==> src/rtl/fsx_pkg.sv <==
package fsx_pkg;
    localparam int NREG      = 4;
    localparam int DATA_W    = 24;
    localparam int WORD_W    = DATA_W + 1;
    localparam int CODE_W    = 5;
    localparam int CODE_BIAS = 3;
    localparam int POS_W     = $clog2(DATA_W + 1);
    localparam int IDX_W     = $clog2(NREG);
    localparam int CNT_W     = $clog2(NREG + 1);

    typedef logic [WORD_W-1:0] word_t;

    typedef struct packed {
        word_t [NREG-1:0] regs;
        logic  [NREG-1:0] we;
        logic             err;
    } fsx_state_t;
endpackage

==> src/rtl/fsx_bound_decode.sv <==
module fsx_bound_decode #(
    parameter int CODE_W    = 5,
    parameter int POS_W     = 5,
    parameter int CODE_BIAS = 3,
    parameter int DATA_W    = 24
) (
    input  logic [CODE_W-1:0] code_i,
    output logic [POS_W-1:0]  pos_o,
    output logic              legal_o
);
    localparam int LOW_CODE  = CODE_BIAS + 1;
    localparam int HIGH_CODE = CODE_BIAS + DATA_W;

    logic [CODE_W-1:0] unbiased;

    always_comb begin
        unbiased = code_i - CODE_W'(CODE_BIAS);
        legal_o  = (int'(code_i) >= LOW_CODE) && (int'(code_i) <= HIGH_CODE);
        pos_o    = legal_o ? POS_W'(unbiased) : '0;
    end

    always_comb begin
        if (legal_o) begin
            AST_POS_IN_RANGE: assert (int'(pos_o) >= 1 && int'(pos_o) <= DATA_W);
        end
    end
endmodule

==> src/rtl/fsx_route.sv <==
module fsx_route #(
    parameter int NREG  = 4,
    parameter int IDX_W = 2,
    parameter int CNT_W = 3
) (
    input  logic [NREG-1:0]             desig_i,
    output logic [NREG-1:0]             sel_o,
    output logic [NREG-1:0][IDX_W-1:0]  idx_o,
    output logic [CNT_W-1:0]            count_o
);
    // Designation bit NREG-1 names the lowest-numbered register.
    for (genvar r = 0; r < NREG; r++) begin : g_sel
        assign sel_o[r] = desig_i[NREG-1-r];
    end

    always_comb begin
        logic [CNT_W-1:0] run;
        run = '0;
        for (int r = 0; r < NREG; r++) begin
            idx_o[r] = IDX_W'(run);
            if (sel_o[r]) run = run + 1'b1;
        end
        count_o = run;
    end

    always_comb begin
        for (int r = 0; r < NREG; r++) begin
            if (sel_o[r]) begin
                AST_IDX_BELOW_COUNT: assert (CNT_W'(idx_o[r]) < count_o);
            end
        end
    end
endmodule

==> src/rtl/fsx_lane_mask.sv <==
module fsx_lane_mask #(
    parameter int DATA_W = 24,
    parameter int POS_W  = 5,
    parameter int IDX_W  = 2,
    parameter int CNT_W  = 3
) (
    input  logic [IDX_W-1:0]  idx_i,
    input  logic [CNT_W-1:0]  count_i,
    input  logic [POS_W-1:0]  left_pos_i,
    input  logic [POS_W-1:0]  right_pos_i,
    output logic [DATA_W-1:0] mask_o
);
    logic is_first;
    logic is_last;

    assign is_first = (idx_i == '0);
    assign is_last  = (CNT_W'(idx_i) + 1'b1 == count_i);

    for (genvar b = 0; b < DATA_W; b++) begin : g_bit
        logic under_left;
        logic over_right;
        assign under_left  = (b + 1) <= int'(left_pos_i);
        assign over_right  = (b + 1) >= int'(right_pos_i);
        assign mask_o[b]   = (!is_first || under_left) && (!is_last || over_right);
    end

    always_comb begin
        if (is_first) begin
            AST_LEFT_EDGE: assert ((mask_o >> left_pos_i) == '0);
        end
        if (is_last && right_pos_i != '0) begin
            AST_RIGHT_EDGE: assert ((mask_o << (DATA_W + 1 - int'(right_pos_i))) == '0);
        end
    end
endmodule

==> src/rtl/fsx_extract.sv <==
module fsx_extract
    import fsx_pkg::*;
#(
    parameter int P_NREG   = NREG,
    parameter int P_DATA_W = DATA_W,
    parameter int P_CODE_W = CODE_W
) (
    input  logic                          clk,
    input  logic                          rst_n,
    input  logic                          start_i,
    input  logic [P_NREG*(P_DATA_W+1)-1:0] word_i,
    input  logic [P_NREG-1:0]             desig_i,
    input  logic [P_CODE_W-1:0]           left_code_i,
    input  logic [P_CODE_W-1:0]           right_code_i,
    output logic [P_NREG*(P_DATA_W+1)-1:0] reg_o,
    output logic [P_NREG-1:0]             we_o,
    output logic                          err_o
);
    localparam int L_WORD_W = P_DATA_W + 1;
    localparam int L_POS_W  = $clog2(P_DATA_W + 1);
    localparam int L_IDX_W  = (P_NREG > 1) ? $clog2(P_NREG) : 1;
    localparam int L_CNT_W  = $clog2(P_NREG + 1);

    typedef struct packed {
        logic [P_NREG-1:0][L_WORD_W-1:0] regs;
        logic [P_NREG-1:0]               we;
        logic                            err;
    } state_t;

    state_t state_d, state_q;

    logic [L_POS_W-1:0] left_pos, right_pos;
    logic               left_ok, right_ok;
    logic [P_NREG-1:0]              sel;
    logic [P_NREG-1:0][L_IDX_W-1:0] idx;
    logic [L_CNT_W-1:0]             count;
    logic [P_DATA_W-1:0]            lane_mask [P_NREG];
    logic [L_WORD_W-1:0]            word_arr  [P_NREG];
    logic                           bad_req;

    fsx_bound_decode #(
        .CODE_W(P_CODE_W), .POS_W(L_POS_W), .CODE_BIAS(CODE_BIAS), .DATA_W(P_DATA_W)
    ) u_left_dec (
        .code_i(left_code_i), .pos_o(left_pos), .legal_o(left_ok)
    );

    fsx_bound_decode #(
        .CODE_W(P_CODE_W), .POS_W(L_POS_W), .CODE_BIAS(CODE_BIAS), .DATA_W(P_DATA_W)
    ) u_right_dec (
        .code_i(right_code_i), .pos_o(right_pos), .legal_o(right_ok)
    );

    fsx_route #(
        .NREG(P_NREG), .IDX_W(L_IDX_W), .CNT_W(L_CNT_W)
    ) u_route (
        .desig_i(desig_i), .sel_o(sel), .idx_o(idx), .count_o(count)
    );

    for (genvar r = 0; r < P_NREG; r++) begin : g_lane
        assign word_arr[r] = word_i[r*L_WORD_W +: L_WORD_W];

        fsx_lane_mask #(
            .DATA_W(P_DATA_W), .POS_W(L_POS_W), .IDX_W(L_IDX_W), .CNT_W(L_CNT_W)
        ) u_mask (
            .idx_i(idx[r]), .count_i(count),
            .left_pos_i(left_pos), .right_pos_i(right_pos),
            .mask_o(lane_mask[r])
        );

        assign reg_o[r*L_WORD_W +: L_WORD_W] = state_q.regs[r];
    end

    assign bad_req = !left_ok || !right_ok || (count == '0)
                   || ((count == L_CNT_W'(1)) && (left_pos < right_pos));

    always_comb begin
        state_d     = state_q;
        state_d.we  = '0;
        state_d.err = 1'b0;
        if (start_i) begin
            if (bad_req) begin
                state_d.err = 1'b1;
            end else begin
                for (int r = 0; r < P_NREG; r++) begin
                    if (sel[r]) begin
                        state_d.regs[r] = {1'b0, word_arr[idx[r]][P_DATA_W-1:0] & lane_mask[r]};
                        state_d.we[r]   = 1'b1;
                    end
                end
            end
        end
    end

    always_ff @(posedge clk) begin
        if (!rst_n) state_q <= '0;
        else        state_q <= state_d;
    end

    assign we_o  = state_q.we;
    assign err_o = state_q.err;

    AST_BAD_CODE_FLAG: assert property (@(posedge clk) disable iff (!rst_n)
        start_i && (!left_ok || !right_ok) |=> err_o && (we_o == '0));

    AST_SINGLE_ORDER: assert property (@(posedge clk) disable iff (!rst_n)
        start_i && left_ok && right_ok && (count == L_CNT_W'(1)) && (left_pos < right_pos)
        |=> err_o && (we_o == '0));

    AST_ZERO_MASK: assert property (@(posedge clk) disable iff (!rst_n)
        start_i && (desig_i == '0) |=> err_o && (we_o == '0));

    AST_PULSE_ONLY: assert property (@(posedge clk) disable iff (!rst_n)
        !start_i |=> (we_o == '0) && !err_o);

    for (genvar r = 0; r < P_NREG; r++) begin : g_chk
        AST_SIGN_CLEAR: assert property (@(posedge clk) disable iff (!rst_n)
            reg_o[r*L_WORD_W + P_DATA_W] == 1'b0);
        AST_HOLD_UNWRITTEN: assert property (@(posedge clk) disable iff (!rst_n)
            !we_o[r] |-> $stable(reg_o[r*L_WORD_W +: L_WORD_W]));
    end
endmodule

==> config.mk <==
export PLATFORM = sky130hd
export DESIGN_NAME = fsx_extract
export DESIGN_NICKNAME = d
export VERILOG_FILES = /design/src/rtl/fsx_pkg.sv /design/src/rtl/fsx_bound_decode.sv /design/src/rtl/fsx_route.sv /design/src/rtl/fsx_lane_mask.sv /design/src/rtl/fsx_extract.sv
export SDC_FILE = /design/constraint.sdc
export NUM_CORES = 1
export LEC_CHECK = 0
export ABC_AREA = 1
export BUFFER_PORTS_ARGS = -buffer_cell sky130_fd_sc_hd__buf_4
export CAP_MARGIN = 20
export CORE_ASPECT_RATIO = 1.25
export CORE_MARGIN = 2
export CORE_UTILIZATION = 40
export CTS_CLUSTER_DIAMETER = 40
export DETAILED_ROUTE_END_ITERATION = 12
export SETUP_SLACK_MARGIN = 0.15
export SLEW_MARGIN = 20
export SYNTH_ARGS = -nofsm -noshare
export SYNTH_HDL_FRONTEND = slang
export SYNTH_SLANG_ARGS = --single-unit
==> constraint.sdc <==
create_clock -name clk -period 7 [get_ports clk]
set_input_delay 1.75 -clock clk [delete_from_list [all_inputs] [get_ports clk]]
set_output_delay 1.75 -clock clk [all_outputs]
set_load 0.005 [all_outputs]
# Word level (Yosys, flattened, before mapping)
# Cells that the tools add are included.
[word_totals] wordCells=394 ff_bits=101
[op_classes] bitwise=10 reduce_logical=289 add_sub_neg=8 order_cmp=56 n_mux=20 n_eq_ne=5
[ops] cell="$logic_or 1x1->1" count=171
[ops] cell="$bmux 25 s2" count=3
[ops] cell="$mux 24" count=6
[ops] cell="$logic_and 1x1->1" count=99
[ops] cell="$and 24x24->24" count=4
[ops] cell="$ge 5x5->1 const A" count=9
[ops] cell="$le 5x5->1 const A" count=9
[ops] cell="$ge 4x5->1 const A" count=8
[ops] cell="$le 4x5->1 const A" count=8
[ops] cell="$ge 3x5->1 const A" count=4
[ops] cell="$le 3x5->1 const A" count=4
[ops] cell="$reduce_and 3->1" count=4
[ops] cell="$ge 2x5->1 const A" count=2
[ops] cell="$ge 5x3->1 const B" count=2
[ops] cell="$le 2x5->1 const A" count=2
[ops] cell="$le 5x5->1 const B" count=2
[ops] cell="$mux 5" count=2
[ops] cell="$sub 5x2->5 const B" count=2
[ops] cell="$eq 3x3->1" count=3
[ops] cell="$ge 3x3->1 const B" count=3
[ops] cell="$logic_not 1->1" count=9
[ops] cell="$mux 3" count=3
[ops] cell="$not 2->3" count=3
[ops] cell="$add 2x1->3 const B" count=2
[ops] cell="other kinds (13)" count=24

# Logic depth before layout (Yosys ltp)
# Gate-level depths: netlist of run 1.
[logic_depth] depth_word=12 ltp_mapped=24

# Cells and area by module
# From an unflattened synthesis of run 1, not the netlist that was laid out.
[unflattened] cells_unflattened=2093 hier_area_um2=11303.3
[by_module_without_submodules] mod="fsx_extract" cells_per_inst=1248 n_inst=1 area_each_um2=7402.1
[by_module_without_submodules] mod="fsx_lane_mask" cells_per_inst=189 n_inst=4 area_each_um2=853.3
[by_module_without_submodules] mod="fsx_bound_decode" cells_per_inst=28 n_inst=2 area_each_um2=148.9
[by_module_without_submodules] mod="fsx_route" cells_per_inst=33 n_inst=1 area_each_um2=190.2

# Least setup slack after synthesis of run 1
# No wires, ideal clock.
[synth_timing] path_type="input -> register" from="input port desig_i[3]" to="register state_q, in the netlist reg_o[76]" cell_stages=24 setup_slack_ns=2.256 setup_ns=0.109 required_ns=6.891 t_arrival_ns=4.635 cell_sequence="buf_2 clkinv_1 clkbuf_1 ha_1 buf_2 nand2_1 nand2_1 buf_2 inv_2 buf_2 ha_1 nand2_1 nand2_1 nand2_2 nor2_2 nand2_4 nand2_4 nor2_8 nand2_4 inv_4 buf_6 nand2_1 nand2_1 inv_1"
[synth_between] elab_chain_cells=12 elab_cells_between_ends=27
[synth_lines] element="start, declared" line_no="fsx_extract.sv:12" source="input logic [P_NREG-1:0] desig_i,"
[synth_lines] element="$mux 1 *" line_no="fsx_route.sv:21" source="if (sel_o[r]) run = run + 1'b1;"
[synth_lines] element="$add 1x1->2" line_no="fsx_route.sv:21"
[synth_lines] element="$mux 3 *" line_no="fsx_route.sv:21"
[synth_lines] element="$add 3x1->3" line_no="fsx_route.sv:21"
[synth_lines] element="$mux 3 *" line_no="fsx_route.sv:21"
[synth_lines] element="$add 3x1->3" line_no="fsx_route.sv:21"
[synth_lines] element="$mux 3" line_no="fsx_route.sv:21"
[synth_lines] element="$eq 3x1->1 (tied with other cells)" line_no="fsx_extract.sv:74" source="|| ((count == L_CNT_W'(1)) && (left_pos < right_pos));"
[synth_lines] element="$logic_and 1x1->1 (tied with other cells)" line_no="fsx_extract.sv:74"
[synth_lines] element="$logic_or 1x1->1 (on tied branches)" line_no="fsx_extract.sv:74, fsx_lane_mask.sv:24"
[synth_lines] element="$not 1->1 (no line) / $logic_and 1x1->1 (equally long branches)"
[synth_lines] element="$reduce_and 3->1 (no line) / $and 24x24->24 (equally long branches)"
[synth_lines] element="end signal, assigned" line_no="fsx_extract.sv:96" source="else state_q <= state_d;"
[synth_lines] element="end, declared" line_no="fsx_extract.sv:30" source="state_t state_d, state_q;"
# Mark *: on every way between the ends. The rest lies on a longest branch, timed or not. The select of a mux whose other input is x is not followed.
# A chain may end at the register's enable or synchronous reset.

# Worst setup path in the final report of run 1
[layout_timing] from="input port desig_i[3]" to="register state_q, in the netlist reg_o[85]"
# Same word-level chain as after synthesis.

==> results.json, run 1 <==
{
  "p_leak_nw": 4.714,
  "hold_ws_ns": 0.4747,
  "synth_cell_types": 41,
  "setup_tns_ns": 0,
  "max_slew_margin_pct": 34.15,
  "power_frac_clock_pct": 28.7,
  "fin_util_pct": 51.05,
  "grt_antenna_before_repair": 0,
  "cp_top_family": "buffers and inverters",
  "routedWlPerCell_um": 20.94,
  "clk_path_buf_depth": 2,
  "insertion_delay_ns": 0.35,
  "first_global_vias": 8603,
  "portBuffers": 213,
  "cp-end-kind": "register",
  "hold_violations": 0,
  "hold_path_class": "register to register",
  "hold_depth": 2,
  "min_period_over_period_pct": 81.49,
  "nets": 1586,
  "synthAdderAreaFrac_pct": 2.315,
  "ant_nets": 0,
  "core_mm2": 0.01864,
  "fin_skew_ns": 0,
  "globalplace.congestion": 1.013,
  "syn_inst": 1288,
  "rsz0062_at_grt": "no",
  "yosys_most_used_dff": "dfxtp_1",
  "worst-path-stages": 12,
  "dieWidth_um": 127.0,
  "drc_errors": 0,
  "cp_slowest_cell": "ha_1",
  "totalWireLength_um": 35430,
  "cts_resized": 0,
  "cts_tree": "built",
  "synth_top_family_by_area": "simple AND/OR/NAND/NOR gates",
  "finalSetupViolations": 0,
  "peakVddDrop_mv": 0.1786,
  "synth_edf_count": 0,
  "fin_ws_ns": 1.296,
  "die-area_mm2": 0.02004,
  "synthMuxAreaShare_pct": 0,
  "synth_compound_area_share_pct": 23.23,
  "drt-initial-drc-count": 1075,
  "synthSimpleGateAreaFrac_pct": 35.82,
  "path_cells": "buf_4, clkinv_1, ha_1, nand2_1, nand2_1, buf_4, xor2_1, nand3_1, inv_1, a21boi_0, a21oi_1, nor2_1",
  "grt_first_pass_wirelength_um": 51630,
  "powerDensity_mw_per_mm2": 197.9,
  "netlist_area_mm2": 0.007566,
  "cts_buffers": 9,
  "grt_util_all_layers_pct": 34.37,
  "critPathMaxStageDelay_ns": 0.76,
  "diodes": 0,
  "pre_cts_slack_ns": 1.002,
  "num_rows": 56,
  "seq_power_share_pct": 33.5,
  "yosysWarnings": 0,
  "ys_seq_area_share_pct": 26.72,
  "worst_pin_slew_ns": 0.9774,
  "hold_buffers": 0,
  "cp.required_ns": 7.25,
  "p_int_mw": 1.133,
  "cts-root-buf": "clkbuf_16",
  "synthXorXnorAreaFrac_pct": 0.3473,
  "report.final.slew_viol_count": 0,
  "grt_max_degree": 87,
  "period_needed_ns": 5.704,
  "hpwlAfterDp_um": 25940,
  "num_vias": 9593,
  "synthArstFlopShare_pct": 0,
  "max_freq_ghz": 0.1753,
  "p_sw_mw": 0.7501,
  "syn2layout_area_growth_pct": 25.76,
  "via_per_inst": 5.670,
  "cts.sinks": 101,
  "cp_max_fo": 55,
  "synth.ff_latch_count": 101,
  "clkTransAtPathRegs_ns": 0.08,
  "maxCapViolCount": 0,
  "swShare_pct": 39.83,
  "status": "finished, final reports clean",
  "r2r_cells": 4,
  "avgSynthCellArea_um2": 5.874,
  "die_height_um": 157.8,
  "drive_gt1_share_pct": 18.90,
  "cts_max_level": 3,
  "start_kind": "input pin",
  "p_comb_share_pct": 37.8,
  "post_cts.repair.setup_buffers": 0,
  "grt-ovfl-total": 0,
  "first_pass_iters": 5,
  "fillers": 2039,
  "cp_num_buf_inv": 4,
  "top_level_ports": 222,
  "arrival_ns": 5.95,
  "initial_core_util_pct": 40.59,
  "path_class": "input pin to register"
}
==> routing by layer <==
layer | global-route usage (%) | wire [µm]
met1 | 42.31 | 13880
met2 | 58.50 | 16980
met3 | 3.616 | 2494
met4 | 19.68 | 2081
met5 | 0 | 0
==> registers in the layout, indices dropped and copies added (netlist names) <==
register,count
err_o,1
we_o,4
reg_o,96
==> logic make-up (layout without fill, tap and decap cells) <==
kind of cell	count (synthesis)	in the layout
other	1	4
AO/OA/AOI/OAI	333	333
XOR/XNOR	3	3
buffers and inverters	202	371
adder cells (fa/ha/maj)	14	14
flip-flops	101	101
AND/OR/NAND/NOR	634	634
==> power groups by stage <==
stage	registers (mW)	clock network, mW	logic [mW]
floorplan	0.645	0	0.400
global placement	0.644	0	0.696
detailed placement	0.645	0	0.697
CTS	0.632	0.547	0.700
global route	0.636	0.567	0.770
finish	0.631	0.540	0.712
==> cells in the mapped netlist, types with 5 or more instances <==
master | number | share of area (%)
nor2_1 | 156 | 7.7
dfxtp_1 | 101 | 27
ha_1 | 14 | 2.3
o21ai_0 | 181 | 12
nand3b_1 | 5 | 0.50
clkbuf_1 | 37 | 1.8
o21ai_1 | 13 | 0.86
buf_1 | 5 | 0.25
o211ai_1 | 8 | 0.79
buf_4 | 9 | 0.89
nand2_2 | 7 | 0.58
o21a_1 | 6 | 0.60
inv_1 | 116 | 5.8
o22ai_1 | 26 | 2.1
nand2_1 | 317 | 16
buf_6 | 6 | 0.89
nand3_1 | 127 | 8.4
buf_2 | 19 | 1.3
a21oi_1 | 91 | 6.0
==> tightest hold or removal path, delay by kind of cell, from the launching register on <==
family | cells | cell delay [ns]
and+or+nand+nor | 2 | 0.12
DFF | 1 | 0.32
==> layout make-up <==
cell class | count | area (µm²) | share of cell area [%]
Clock inverter | 6 | 80.08 | 0.8416
Tap cell | 232 | 290.3 | 3.051
Inverter | 126 | 483.0 | 5.076
Sequential cell | 101 | 2022 | 21.25
Clock buffer | 10 | 229.0 | 2.406
Multi-Input combinational cell | 988 | 4692 | 49.31
Timing Repair Buffer | 229 | 1719 | 18.07
==> cells in the final DEF (no fill, tap or decap), types with 5 or more instances in the layout <==
cell type / count
o211ai_1: 8
nand3b_1: 5
o21ai_1: 14
ha_1: 14
nand3_1: 127
a21oi_1: 91
buf_4: 229
nand2_2: 7
inv_1: 116
o21a_1: 6
clkbuf_16: 9
nand2_1: 317
dfxtp_1: 101
o21ai_0: 180
nor2_1: 156
o22ai_1: 26
==> worst paths after layout <==
path,startpoint,endpoint,slack (ns)
max,desig_i[3],reg_o[85]$_SDFFE_PN0P_,1.30
min,reg_o[92]$_SDFFE_PN0P_,reg_o[92]$_SDFFE_PN0P_,0.47
max reg2reg,reg_o[97]$_SDFFE_PN0P_,reg_o[97]$_SDFFE_PN0P_,6.26
min reg2reg,reg_o[92]$_SDFFE_PN0P_,reg_o[92]$_SDFFE_PN0P_,0.47
==> metrics by stage <==
step / total power [mW] / cell area, µm² / instances
after floorplan: 1.045 / 7577 / 1291
after global placement: 1.341 / 9206 / 1676
after detailed placement: 1.341 / 9206 / 1676
after CTS: 1.879 / 9515 / 1692
after global routing: 1.972 / 9515 / 1692
final: 1.883 / 9515 / 1692
Power figures use the tool's default switching activity.
==> run 2: changes to the inputs <==
clock period = 5.9 ns   (was 7 ns; I/O delays follow)
==> run 2 against run 1 <==
- combinational power up 18%
- global-route usage up 0.20 points
- register-to-register slack worse by 1.1 ns
- critical path depth up 4
- die area unchanged
- final area up 0.26%
- clock skew unchanged
- largest cell class unchanged
- wire length down 0.37%
- worst hold slack better by 0.0017 ns
- setup slack worse by 0.12 ns
==> results.json, run 2 (synthesis gave the netlist of run 1 again) <==
{
  "cts_buffers": 9,
  "cts_resized": 0,
  "die-area_mm2": 0.02004,
  "cp_num_buf_inv": 7,
  "period_needed_ns": 4.727,
  "powerDensity_mw_per_mm2": 235.0,
  "cts_max_level": 3,
  "worst-path-stages": 16,
  "rsz0062_at_grt": "no",
  "drc_errors": 0,
  "cts-root-buf": "clkbuf_16",
  "routedWlPerCell_um": 20.82,
  "syn2layout_area_growth_pct": 26.10,
  "grt_util_all_layers_pct": 34.58,
  "peakVddDrop_mv": 0.1767,
  "ff2ff_setup_slack_ns": 5.17,
  "die_height_um": 157.8,
  "startpoint": "desig_i[3]",
  "reg2reg_from": "reg_o[97]$_SDFFE_PN0P_",
  "post_cts.repair.setup_buffers": 0,
  "insertion_delay_ns": 0.36,
  "grt_first_pass_wirelength_um": 52200,
  "first_global_vias": 8789,
  "r2r_cells": 4,
  "first_pass_iters": 6,
  "drive_gt1_share_pct": 19.07,
  "hold_path_class": "register to register",
  "grt-ovfl-total": 0,
  "dieWidth_um": 127.0,
  "clk_path_buf_depth": 2,
  "cp.required_ns": 6.15,
  "p_total_mw": 2.242,
  "critPathMaxStageDelay_ns": 0.50,
  "fin_skew_ns": 0,
  "maxCapViolCount": 0,
  "globalplace.congestion": 1.044,
  "nets": 1589,
  "finalSetupViolations": 0,
  "status": "finished, final reports clean",
  "via_per_inst": 5.643,
  "layout_commonest_cell": "nand2_1",
  "hold_ws_ns": 0.4765,
  "arrival_ns": 4.98,
  "path_class": "input pin to register",
  "fin_util_pct": 51.19,
  "num_vias": 9571,
  "max_slew_margin_pct": 26.37,
  "ant_nets": 0,
  "drt-initial-drc-count": 1110,
  "cts_tree": "built",
  "top_level_ports": 222,
  "max_freq_ghz": 0.2115,
  "portBuffers": 213,
  "path_cells": "buf_4, clkinv_1, ha_1, buf_4, nand3_1, inv_1, nand2_1, nand2_2, inv_1, nand2_1, nand3_1, inv_1, buf_4, nand3_1, a21oi_1, nor2_1",
  "setup_tns_ns": 0,
  "grt_antenna_before_repair": 1,
  "cts.sinks": 101,
  "initial_core_util_pct": 40.59,
  "endpoint": "reg_o[82]$_SDFFE_PN0P_",
  "hold_buffers": 0,
  "worst_pin_slew_ns": 1.097,
  "min_period_over_period_pct": 80.12,
  "totalWireLength_um": 35300,
  "fillers": 2053,
  "clkTransAtPathRegs_ns": 0.07,
  "largest_register_ffs": 96,
  "cp_top_family": "buffers and inverters",
  "hpwlAfterDp_um": 25720,
  "hold_violations": 0,
  "core_mm2": 0.01864,
  "grt_max_degree": 86,
  "r2r-end": "reg_o[97]$_SDFFE_PN0P_",
  "cp_slowest_cell": "inv_1",
  "start_kind": "input pin",
  "p_leak_nw": 4.728,
  "num_rows": 56,
  "report.final.slew_viol_count": 0,
  "layout_common_cells": "nand2_1 (317), buf_4 (232), o21ai_0 (180)",
  "cp_max_fo": 46,
  "cp-end-kind": "register"
}
run 2: metal layers:
layer / routed length, µm / up-vias / global-route usage (%)
met2: 16740 / 524 / 58.22
met1: 13810 / 4403 / 42.72
met3: 2625 / 95 / 4.191
met4: 2136 / 0 / 19.83
met5: 0 / - / 0
li1: - / 4549 / -
run 2: final cells by class:
| cell class | instances | area (µm²) | area share [%] |
|---|---|---|---|
| Antenna cell | 1 | 2.502 | 0.02623 |
| Clock buffer | 10 | 229.0 | 2.400 |
| Clock inverter | 6 | 80.08 | 0.8393 |
| Inverter | 126 | 483.0 | 5.062 |
| Multi-Input combinational cell | 988 | 4692 | 49.18 |
| Sequential cell | 101 | 2022 | 21.19 |
| Tap cell | 232 | 290.3 | 3.043 |
| Timing Repair Buffer | 232 | 1742 | 18.26 |
run 2: tightest hold or removal path: cells and delay by family, from the launching register on:
family | cells | cell delay (ns)
AND/OR/NAND/NOR | 2 | 0.12
flip-flops | 1 | 0.31
run 2: stage by stage:
step	cells	worst slack (ns)	cell area [µm²]
after CTS	1695	1.240	9538
after global routing	1695	0.9427	9538
final	1696	1.173	9540
after global placement	1679	0.9053	9229
after detailed placement	1679	0.8759	9229
after floorplan	1291	1.431	7577
run 2: where the power goes:
| part | internal [mW] | total, mW | switching [mW] | leakage (nW) |
|---|---|---|---|---|
| Sequential | 0.726 | 0.750 | 0.0241 | 0.822 |
| Clock | 0.338 | 0.650 | 0.312 | 0.146 |
| Combinational | 0.283 | 0.842 | 0.559 | 3.76 |
run 2: worst min-delay path by stage:
| stage | slack (ns) | to | cells after the start | startpoint |
|---|---|---|---|---|
| 3_3_place_gp | 0.46 | reg_o[92]$_SDFFE_PN0P_ | 2 | reg_o[92]$_SDFFE_PN0P_ |
| 4_1_cts | 0.48 | reg_o[92]$_SDFFE_PN0P_ | 2 | reg_o[92]$_SDFFE_PN0P_ |
| 3_5_place_dp | 0.47 | reg_o[92]$_SDFFE_PN0P_ | 2 | reg_o[92]$_SDFFE_PN0P_ |
| 6_report | 0.48 | reg_o[92]$_SDFFE_PN0P_ | 2 | reg_o[92]$_SDFFE_PN0P_ |
| 5_1_grt | 0.49 | reg_o[92]$_SDFFE_PN0P_ | 2 | reg_o[92]$_SDFFE_PN0P_ |
| 2_1_floorplan | 0.46 | reg_o[13]$_SDFFE_PN0P_ | 2 | reg_o[13]$_SDFFE_PN0P_ |
